[src/rtl/ptg_pkg.sv]
package ptg_pkg;
  typedef struct packed {
    logic lp;
    logic flm;
    logic de;
  } ptg_out_t;

  localparam int unsigned NUM_SYNC = 2;
  localparam int unsigned IDX_H = 0;
  localparam int unsigned IDX_V = 1;
endpackage

[src/rtl/ptg_edge_det.sv]
module ptg_edge_det (
  input  logic clk,
  input  logic rst_n,
  input  logic raw,
  input  logic inv,
  output logic rise
);
  logic level;
  logic prev_q;
  logic prev_d;

  assign level  = raw ^ inv;
  assign prev_d = level;
  assign rise   = level & ~prev_q;

  always_ff @(posedge clk or negedge rst_n) begin
    if (!rst_n) prev_q <= 1'b0;
    else        prev_q <= prev_d;
  end

  AST_RISE_HELD: assert property (@(posedge clk) disable iff (!rst_n)
    rise |=> prev_q);
endmodule

[src/rtl/ptg_line_ctrl.sv]
module ptg_line_ctrl #(
  parameter int unsigned CNT_W = 11
) (
  input  logic             clk,
  input  logic             rst_n,
  input  logic             hs_rise,
  input  logic             vs_rise,
  input  logic [CNT_W-1:0] cfg_total_lines,
  input  logic             cfg_dual,
  input  logic             cfg_lp_cont,
  input  logic             cfg_tft,
  output logic             lp_trig,
  output logic             flm_trig
);
  localparam logic [CNT_W-1:0] CNT_MAX = {CNT_W{1'b1}};

  logic [CNT_W-1:0] cnt_q;
  logic [CNT_W-1:0] cnt_d;
  logic [CNT_W-1:0] line_idx;
  logic [CNT_W-1:0] half_lines;
  logic             active;
  logic             cont_ok;

  always_comb begin
    line_idx   = vs_rise ? '0 : cnt_q;
    half_lines = cfg_total_lines >> 1;
    active     = line_idx < cfg_total_lines;
    cont_ok    = cfg_lp_cont & ~cfg_tft;
    lp_trig    = hs_rise & (active | cont_ok);
    flm_trig   = hs_rise & ((line_idx == '0) | (cfg_dual & (line_idx == half_lines)));
    cnt_d      = cnt_q;
    if (vs_rise)                       cnt_d = hs_rise ? CNT_W'(1) : '0;
    else if (hs_rise && cnt_q != CNT_MAX) cnt_d = cnt_q + CNT_W'(1);
  end

  always_ff @(posedge clk or negedge rst_n) begin
    if (!rst_n) cnt_q <= '0;
    else        cnt_q <= cnt_d;
  end

  AST_LINE_RESTART: assert property (@(posedge clk) disable iff (!rst_n)
    vs_rise |=> (cnt_q <= CNT_W'(1)));
  AST_SINGLE_MARKER: assert property (@(posedge clk) disable iff (!rst_n)
    (flm_trig && !cfg_dual) |-> (line_idx == '0));
  AST_TFT_GATED: assert property (@(posedge clk) disable iff (!rst_n)
    (lp_trig && cfg_tft) |-> (line_idx < cfg_total_lines));
endmodule

[src/rtl/ptg_pulse_gen.sv]
module ptg_pulse_gen #(
  parameter int unsigned PW_W = 8
) (
  input  logic            clk,
  input  logic            rst_n,
  input  logic            trig,
  input  logic [PW_W-1:0] delay,
  input  logic [PW_W-1:0] width,
  output logic            pulse
);
  logic [PW_W-1:0] dly_q, dly_d;
  logic [PW_W-1:0] wid_q, wid_d;

  always_comb begin
    dly_d = dly_q;
    wid_d = wid_q;
    if (trig) begin
      if (delay == '0) begin
        dly_d = '0;
        wid_d = width;
      end else begin
        dly_d = delay;
        wid_d = '0;
      end
    end else if (dly_q != '0) begin
      dly_d = dly_q - PW_W'(1);
      if (dly_q == PW_W'(1)) wid_d = width;
    end else if (wid_q != '0) begin
      wid_d = wid_q - PW_W'(1);
    end
  end

  always_ff @(posedge clk or negedge rst_n) begin
    if (!rst_n) begin
      dly_q <= '0;
      wid_q <= '0;
    end else begin
      dly_q <= dly_d;
      wid_q <= wid_d;
    end
  end

  assign pulse = (wid_q != '0);

  AST_PULSE_CAUSE: assert property (@(posedge clk) disable iff (!rst_n)
    $rose(pulse) |-> ($past(trig) || $past(dly_q == PW_W'(1))));
endmodule

[src/rtl/panel_timing_gen.sv]
module panel_timing_gen #(
  parameter int unsigned CNT_W = 11,
  parameter int unsigned PW_W  = 8
) (
  input  logic             clk,
  input  logic             rst_n,
  input  logic             hsync_in,
  input  logic             vsync_in,
  input  logic             de_in,
  input  logic             cfg_hs_inv,
  input  logic             cfg_vs_inv,
  input  logic             cfg_lp_inv,
  input  logic             cfg_flm_inv,
  input  logic [PW_W-1:0]  cfg_lp_delay,
  input  logic [PW_W-1:0]  cfg_lp_width,
  input  logic [PW_W-1:0]  cfg_flm_delay,
  input  logic [PW_W-1:0]  cfg_flm_width,
  input  logic [CNT_W-1:0] cfg_total_lines,
  input  logic             cfg_dual,
  input  logic             cfg_lp_cont,
  input  logic             cfg_tft,
  input  logic             cfg_bypass,
  output logic             lp_out,
  output logic             flm_out,
  output logic             de_out
);
  import ptg_pkg::*;

  logic rst_meta, rst_sync;
  always_ff @(posedge clk or negedge rst_n) begin
    if (!rst_n) begin
      rst_meta <= 1'b0;
      rst_sync <= 1'b0;
    end else begin
      rst_meta <= 1'b1;
      rst_sync <= rst_meta;
    end
  end

  logic [NUM_SYNC-1:0] sync_raw, sync_inv, sync_rise;
  assign sync_raw = {vsync_in, hsync_in};
  assign sync_inv = {cfg_vs_inv, cfg_hs_inv};

  for (genvar g = 0; g < NUM_SYNC; g++) begin : g_edge
    ptg_edge_det u_edge (
      .clk  (clk),
      .rst_n(rst_sync),
      .raw  (sync_raw[g]),
      .inv  (sync_inv[g]),
      .rise (sync_rise[g])
    );
  end

  logic lp_trig, flm_trig;
  ptg_line_ctrl #(.CNT_W(CNT_W)) u_line (
    .clk            (clk),
    .rst_n          (rst_sync),
    .hs_rise        (sync_rise[IDX_H]),
    .vs_rise        (sync_rise[IDX_V]),
    .cfg_total_lines(cfg_total_lines),
    .cfg_dual       (cfg_dual),
    .cfg_lp_cont    (cfg_lp_cont),
    .cfg_tft        (cfg_tft),
    .lp_trig        (lp_trig),
    .flm_trig       (flm_trig)
  );

  logic [1:0]           pg_trig, pg_pulse;
  logic [1:0][PW_W-1:0] pg_delay, pg_width;
  assign pg_trig  = {flm_trig, lp_trig};
  assign pg_delay = {cfg_flm_delay, cfg_lp_delay};
  assign pg_width = {cfg_flm_width, cfg_lp_width};

  for (genvar p = 0; p < 2; p++) begin : g_pulse
    ptg_pulse_gen #(.PW_W(PW_W)) u_pulse (
      .clk  (clk),
      .rst_n(rst_sync),
      .trig (pg_trig[p]),
      .delay(pg_delay[p]),
      .width(pg_width[p]),
      .pulse(pg_pulse[p])
    );
  end

  logic de_q, de_d;
  assign de_d = de_in;
  always_ff @(posedge clk or negedge rst_sync) begin
    if (!rst_sync) de_q <= 1'b0;
    else           de_q <= de_d;
  end

  ptg_out_t gen_out, sel_out;
  always_comb begin
    gen_out.lp  = pg_pulse[0] ^ cfg_lp_inv;
    gen_out.flm = pg_pulse[1] ^ cfg_flm_inv;
    gen_out.de  = de_q;
    sel_out     = cfg_bypass ? '{lp: hsync_in, flm: vsync_in, de: de_in} : gen_out;
  end

  assign lp_out  = sel_out.lp;
  assign flm_out = sel_out.flm;
  assign de_out  = sel_out.de;

  AST_DE_DELAY: assert property (@(posedge clk) disable iff (!rst_sync)
    (!cfg_bypass && $past(rst_sync)) |-> (de_out == $past(de_in)));
endmodule

[config.mk]
export PLATFORM = sky130hd
export DESIGN_NAME = panel_timing_gen
export DESIGN_NICKNAME = d
export VERILOG_FILES = /design/src/rtl/ptg_pkg.sv /design/src/rtl/ptg_edge_det.sv /design/src/rtl/ptg_line_ctrl.sv /design/src/rtl/ptg_pulse_gen.sv /design/src/rtl/panel_timing_gen.sv
export SDC_FILE = /design/constraint.sdc
export NUM_CORES = 1
export LEC_CHECK = 0
export BUFFER_PORTS_ARGS = -buffer_cell sky130_fd_sc_hd__buf_4
export CORE_ASPECT_RATIO = 0.9
export CORE_MARGIN = 4
export CORE_UTILIZATION = 25
export DETAILED_ROUTE_END_ITERATION = 16
export HOLD_SLACK_MARGIN = 0.02
export MAX_ROUTING_LAYER = met4
export SKIP_LAST_GASP = 1
export SYNTH_ARGS = -nofsm -noshare
export SYNTH_HDL_FRONTEND = slang
export SYNTH_SLANG_ARGS = --single-unit
[constraint.sdc]
create_clock -name clk -period 2.1 [get_ports clk]
set_clock_uncertainty 0.2 [all_clocks]
set_input_delay 0.105 -clock clk [delete_from_list [all_inputs] [get_ports clk]]
set_output_delay 0.105 -clock clk [all_outputs]
set_load 0.1 [all_outputs]
==> results.py, run 1 <==
metrics = {
    "outcome": {
        "status": "finished with violations",
        "violations": "setup timing",
    },
    "yosys": {
        "synth_top_family_by_area": "simple AND/OR/NAND/NOR gates",
        "synth_cells": 417,
        "synth_nets": 492,
        "yosys.area.top_type": "dfrtp_1",
        "async_reset_ff_share_pct": 100.0,
        "synth_compound_area_share_pct": 17.61,
        "synth-seq-cells": 48,
        "synth.cell_area_sq_um": 3566,
        "syn_avg_cell_area_sq_um": 8.551,
        "yosysTopAreaCellShare_pct": 33.68,
        "synth-xor-area-share_pct": 6.105,
        "synth_edf_count": 0,
        "yosysSeqAreaShare_pct": 33.68,
        "synth_adder_area_share_pct": 6.667,
        "synthTopCellsByArea": "dfrtp_1, ha_1, nor2_1",
        "yosysUniqueCellTypes": 61,
        "muxShareOfSynthArea_pct": 7.193,
        "ys.flop_type": "dfrtp_1",
        "synth-simple-area-share_pct": 23.33,
        "yosys_warnings": 0,
    },
    "worst_hold_path": {
        "hold_class": "register to asynchronous set/reset pin",
    },
    "floorplanning": {
        "ioPinCount": 59,
        "start_util_pct": 25.46,
        "die_h_microns": 121.3,
        "die-area_sq_um": 16240,
        "fp-row-count": 41,
        "die_w_microns": 133.9,
        "core_sq_um": 14000,
    },
    "route": {
        "num_vias": 3710,
        "ant_nets": 0,
        "totalWireLength_microns": 11490,
        "wl_per_cell_microns": 14.39,
        "drt_iter0_drc": 183,
        "drt-vias-per-instance": 4.649,
        "firstDrtPassIters": 4,
        "drc": 0,
    },
    "clock_network": {
        "cts.clk_slew.worst_paths_ns": 0.07,
        "cts_buffers": 5,
        "clock_sinks": 48,
        "root_buffer": "clkbuf_16",
        "clock_latency_ns": 0.30,
        "clk_path_buf_depth": 2,
        "cts_tree": "built",
        "htreeDepth": 2,
    },
    "setup_path": {
        "cp-startpoint": "g_edge[1].u_edge.prev_q",
        "path_class": "register to register",
        "rr_worst_depth": 9,
        "end_kind": "register",
        "cp-endpoint": "g_pulse[0].u_pulse.wid_q[2]",
        "r2r-start": "g_edge[1].u_edge.prev_q",
        "required_ns": 2.09,
        "r2r_end": "g_pulse[0].u_pulse.wid_q[2]",
        "arrival_ns": 2.83,
        "worst-r2r-setup-slack_ns": -0.73,
        "cp-start-kind": "register",
        "cp_max_fo": 6,
    },
    "sta": {
        "fmax_mhz": 352.8,
        "slew_headroom_pct": 51.43,
        "grt_setup_unrepaired": "yes",
        "finalMaxSlewViolations": 0,
        "timing.final.crit_share_pct": 135.0,
        "setup_viol": 34,
        "fin_crit_ns": 2.834,
        "tightest_slew_ns": 0.7262,
        "hold_slack_ns": 0.04802,
        "finalHoldViolCount": 0,
        "fin_ws_ns": -0.7343,
    },
    "global_route": {
        "overflow": 0,
        "grt_use_met1_pct": 18.28,
        "grt_max_degree": 33,
        "grt_pass1_vias": 3786,
        "top_usage_layer": "met2",
        "use_met3_pct": 2.819,
        "gr-usage-met2_pct": 23.80,
        "antenna_found_initial": 0,
        "grt_pass1_wl_microns": 18420,
        "grtUsageTotal_pct": 14.54,
    },
    "place": {
        "place_hpwl_microns": 8082,
        "pre_cts_ws_ns": -0.9303,
        "numPortBuffers": 58,
        "placed_area_sq_um": 4906,
        "dp_cells": 738,
        "globalplace.congestion": 0.9026,
    },
    "power": {
        "irDropWorstVdd_mv": 0.5284,
        "power_frac_clock_pct": 14.9,
        "power.total_mw": 5.608,
        "power_frac_comb_pct": 59.4,
        "seqPwrFrac_pct": 25.6,
        "netSwitchingFraction_pct": 39.04,
        "p_leak_nw": 2.751,
        "p_sw_mw": 2.189,
        "internal-power_mw": 3.418,
        "power_density_nw_per_um2": 949.7,
    },
    "cells_and_area": {
        "finalNonFillerCells": 798,
        "fillCellCount": 1336,
        "diodes": 0,
        "final_area_sq_um": 5904,
        "area_growth_syn_to_layout_pct": 65.58,
        "multi_input_comb_area_sq_um": 2475,
        "seq_area_sq_um": 1202,
        "fin_nets": 679,
        "drive_gt1_share_pct": 37.85,
    },
    "flow_run": {
        "drv_cap": 0,
    },
}
-- worst min path at each step --
stage	start	cells after the start	to
2_1_floorplan	rst_n	0	rst_meta
3_3_place_gp	rst_n	1	rst_meta
3_5_place_dp	rst_n	1	rst_meta
4_1_cts	rst_sync	1	g_pulse[1].u_pulse.wid_q[4]
5_1_grt	rst_sync	1	g_pulse[1].u_pulse.wid_q[4]
6_report	rst_sync	1	g_pulse[1].u_pulse.wid_q[7]
-- what timing repair did --
action,CTS,global route
endpoints found under the setup margin,34,37
pin swaps,17,24
cloned,1,1
hold endpoints to repair,51,0
gates resized for setup,40,31
hold buffers,38,0
buffers inserted,5,10
-- flip-flops by register name, indices dropped and copies added, names as in the netlist --
signal	count
u_line.cnt_q	11
g_pulse.u_pulse.dly_q	16
rst_sync	1
g_pulse.u_pulse.wid_q	16
rst_meta	1
g_edge.u_edge.prev_q	2
de_q	1
-- through the flow --
| step | setup TNS, ns | utilization (%) |
|---|---|---|
| floorplan | -12.25 | - |
| global placement | -14.74 | 35.03 |
| detailed placement | -15.98 | 35.03 |
| CTS | -14.97 | 40.57 |
| global route | -17.24 | 42.16 |
| finish | -14.56 | 42.16 |
-- final cells by class --
type	instances	share of cell area, %
Clock buffer	6	2.352
Clock inverter	2	0.1695
Inverter	29	1.844
Multi-Input combinational cell	323	41.92
Sequential cell	48	20.36
Tap cell	193	4.090
Timing Repair Buffer	197	29.26
-- critical path, stage by stage, from the launching register on --
cell	delay (ns)
dfrtp_1	0.38
or2_4	0.26
and2_4	0.16
ha_4	0.23
nand4_1	0.15
o21bai_1	0.10
or4_4	0.48
o32a_4	0.24
mux2_4	0.31
a22o_1	0.20
-- cells in the final DEF, fill, tap and decap left out, types with 11 or more instances in the layout --
cell             n
a21oi_1         12
buf_4          142
dfrtp_1         47
dlygate4sd3_1   38
ha_1            13
inv_1           29
mux2i_1         11
nand2_1         30
nand3_1         13
nor2_1          46
nor3_1          15
o21ai_0         14
xor2_1          14
-- cell usage after synthesis (5+ instances only) --
master,n
xnor2_1,8
mux2_2,9
o21ai_0,23
nor4_1,5
o22ai_1,10
a31oi_1,11
inv_1,29
xor2_1,15
nor2_1,48
nand4_1,5
nand3_1,13
mux2i_1,11
or4_1,6
and2_1,10
ha_1,19
clkbuf_1,13
nand2_1,31
nor3_1,15
a21oi_1,17
or3_1,6
and3_1,5
dfrtp_1,48
-- cells by family after synthesis --
logic type,after synthesis
adder cells (fa/ha/maj),19
flip-flops,48
other,1
multiplexers,23
XOR/XNOR,24
AO/OA/AOI/OAI,93
AND/OR/NAND/NOR,163
buffers and inverters,46
-- power groups by stage --
stage	clock network, mW	logic [mW]	registers (mW)
after floorplan	0	1.71	1.42
after global placement	0	2.64	1.43
after detailed placement	0	2.70	1.43
after CTS	0.873	3.15	1.43
after global routing	0.901	3.62	1.47
final	0.838	3.33	1.44
-- layer usage --
layer | part of all wire, % | wire length (microns)
met5 | 0 | 0
met4 | 1.8 | 210
met3 | 4.0 | 455
met2 | 50 | 5729
met1 | 44 | 5091
Power figures use the tool's default switching activity.
==> inputs of run 2 (changes only) <==
- SYNTH_HIERARCHICAL: default -> 1
==> results.py, run 2 <==
metrics = {
    "cells_and_area": {
        "diodes": 0,
        "area_growth_syn_to_layout_pct": 69.36,
        "multi_input_comb_area_sq_um": 2799,
        "seq_area_sq_um": 1206,
        "fin_nets": 717,
        "final_common_cell": "buf_4",
        "finalNonFillerCells": 839,
        "fillCellCount": 1417,
        "final_cell_mix": "buf_4, dfrtp_1, dlygate4sd3_1, nor2_1, inv_1",
        "drive_gt1_share_pct": 43.99,
        "final_area_sq_um": 6459,
        "reg_top3": "g_pulse.u_pulse/dly_q: 16 flops, g_pulse.u_pulse/wid_q: 16 flops, u_line/cnt_q: 11 flops",
        "final_util_pct": 43.58,
    },
    "outcome": {
        "violations": "setup timing",
        "status": "finished with violations",
    },
    "setup_path": {
        "end_kind": "register",
        "crit_top_cell": "buf_6",
        "crit_chain": "and2b_4 > buf_6 > nor2b_4 > ha_4 > nand2b_4 > o221a_1 > o211a_1 > a211oi_2 > clkinv_2 > nor4_4 > buf_6 > a222oi_1 > o22ai_1",
        "required_ns": 2.12,
        "cp_max_fo": 8,
        "cp-start-kind": "register",
        "path_class": "register to register",
        "cpPeakStageDelay_ns": 0.36,
        "arrival_ns": 3.05,
        "slowest_stage": "dfrtp_1",
    },
    "yosys": {
        "synth.cell_area_sq_um": 3814,
        "async_reset_ff_share_pct": 100.0,
        "yosysMostFrequentCell": "dfrtp_1",
        "synth_cells": 433,
        "synth_edf_count": 0,
        "syn_avg_cell_area_sq_um": 8.808,
        "synth_nets": 510,
        "yosysTopAreaCellShare_pct": 31.50,
        "ys.flop_type": "dfrtp_1",
        "yosysUniqueCellTypes": 69,
        "synth-seq-cells": 48,
        "ys_top_cells_by_count": "dfrtp_1, nor2_1, inv_1, o21ai_0, nand2_1",
        "yosys_warnings": 6,
        "yosysSeqAreaShare_pct": 31.50,
        "yosys.area.top_type": "dfrtp_1",
        "synthTopCellsByArea": "dfrtp_1, ha_1, nor2b_1",
    },
    "clock_network": {
        "clock_sinks": 48,
        "clock_latency_ns": 0.30,
        "cts_tree": "built",
        "htreeDepth": 2,
        "cts_buffers": 5,
        "cts.clk_slew.worst_paths_ns": 0.07,
        "root_buffer": "clkbuf_16",
        "clk_path_buf_depth": 2,
    },
    "floorplanning": {
        "fp-row-count": 42,
        "die_h_microns": 125.2,
        "ioPinCount": 59,
        "start_util_pct": 25.73,
        "core_sq_um": 14820,
        "die_w_microns": 138.2,
        "die-area_sq_um": 17300,
    },
    "power": {
        "power_frac_comb_pct": 56.1,
        "netSwitchingFraction_pct": 39.99,
        "power_frac_clock_pct": 15.8,
        "p_sw_mw": 2.222,
        "internal-power_mw": 3.335,
        "power_density_nw_per_um2": 860.4,
        "p_leak_nw": 2.869,
        "power.total_mw": 5.557,
        "seqPwrFrac_pct": 28.1,
        "irDropWorstVdd_mv": 0.4100,
    },
    "flow_run": {
        "drv_cap": 0,
    },
    "sta": {
        "grt_setup_unrepaired": "yes",
        "fin_ws_ns": -0.9259,
        "finalMaxSlewViolations": 0,
        "hold_slack_ns": 0.01451,
        "finalHoldViolCount": 0,
        "fmax_mhz": 330.5,
        "setup_tns_ns": -22.05,
        "setup_viol": 32,
        "fin_crit_ns": 3.026,
        "timing.final.crit_share_pct": 144.1,
        "tightest_slew_ns": 0.6401,
        "slew_headroom_pct": 57.22,
    },
    "route": {
        "wl_per_cell_microns": 15.97,
        "num_vias": 4206,
        "ant_nets": 0,
        "drc": 0,
        "firstDrtPassIters": 5,
        "drt-vias-per-instance": 5.013,
        "drt_iter0_drc": 296,
        "totalWireLength_microns": 13400,
    },
    "place": {
        "placed_area_sq_um": 5172,
        "numPortBuffers": 58,
        "globalplace.congestion": 0.9402,
        "pre_cts_ws_ns": -1.014,
        "place_hpwl_microns": 9495,
        "dp_cells": 760,
    },
    "global_route": {
        "overflow": 0,
        "antenna_found_initial": 0,
        "grt_max_degree": 30,
        "grt_pass1_wl_microns": 21750,
        "grtUsageTotal_pct": 15.66,
        "grt_pass1_vias": 4268,
    },
    "worst_hold_path": {
        "hold_class": "register to asynchronous set/reset pin",
    },
}
## run 2: changes by cell type after synthesis, sizes merged, moves of 6 or more
cell,before,now
a222oi,0,7
and2,10,0
mux2,12,5
mux2i,11,4
nand3,13,7
nor2,48,32
nor2b,4,22
nor4,5,15
o31ai,0,8
xor2,16,5
## run 2: layer usage
metal / vias up / part of all wire (%) / track usage [%]
met2: 134 / 48 / 25.26
li1: 2054 / - / -
met4: 0 / 2.5 / 5.636
met3: 19 / 5.0 / 2.596
met5: - / 0 / -
met1: 1999 / 44 / 19.91
## run 2: repair_timing
action	CTS	global route
endpoints found under the hold margin	37	0
endpoints found under the setup margin	34	36
pin swaps	30	15
buffers inserted	17	17
resized for setup	79	34
gates cloned	2	0
hold buffers	37	0
## run 2: kinds of logic (layout without fill, tap and decap cells)
logic type               after synthesis  count (layout)  synth area share (%)
AND/OR/NAND/NOR                      166             166                 26.25
adder cells (fa/ha/maj)               21              21                 6.890
XOR/XNOR                              15              15                 3.445
flip-flops                            48              48                 31.50
other                                  1               1               0.09833
AO/OA/AOI/OAI                        125             125                 24.34
buffers and inverters                 48             256                 4.856
multiplexers                           9               9                 2.625
## run 2: layout make-up
class	instances	area share (%)
clock inverters	1	0.1356
multi-input cells	337	43.34
repair buffers	217	29.79
well taps	198	3.836
clock buffers	7	2.208
flip-flops and latches	48	18.67
inverters	31	2.015
## run 2: final timing paths
check                      cells past startpoint                     from  slack, ns                          end
max                                           13  g_edge[1].u_edge/prev_q      -0.93  g_pulse[0].u_pulse/wid_q[3]
min                                            0                 rst_sync       0.01  g_pulse[1].u_pulse/dly_q[2]
max reg2reg                                   13  g_edge[1].u_edge/prev_q      -0.93  g_pulse[0].u_pulse/wid_q[3]
min reg2reg                                    0                 rst_sync       0.01  g_pulse[1].u_pulse/dly_q[2]
max in group asynchronous                      3                    rst_n       1.11                     rst_sync
min in group clk                               0                 rst_meta       0.16                     rst_sync
## run 2: worst max-delay path: cells and delay by family, from the launching register on
| kind | cells | cell delay (ns) |
|---|---|---|
| AOI/OAI and AO/OA | 5 | 1.04 |
| buffers and inverters | 3 | 0.47 |
| DFF | 1 | 0.36 |
| and+or+nand+nor | 4 | 0.73 |
| adders and majority gates | 1 | 0.15 |
## run 2: power by group through the flow
| stage | Combinational, mW | Sequential (mW) | Clock (mW) |
|---|---|---|---|
| 4_1_cts | 2.84 | 1.52 | 0.907 |
| 5_1_grt | 3.40 | 1.61 | 0.932 |
| 3_3_place_gp | 2.43 | 1.51 | 0 |
| 6_report | 3.12 | 1.56 | 0.876 |
| 2_1_floorplan | 1.35 | 1.56 | 0 |
| 3_5_place_dp | 2.46 | 1.52 | 0 |
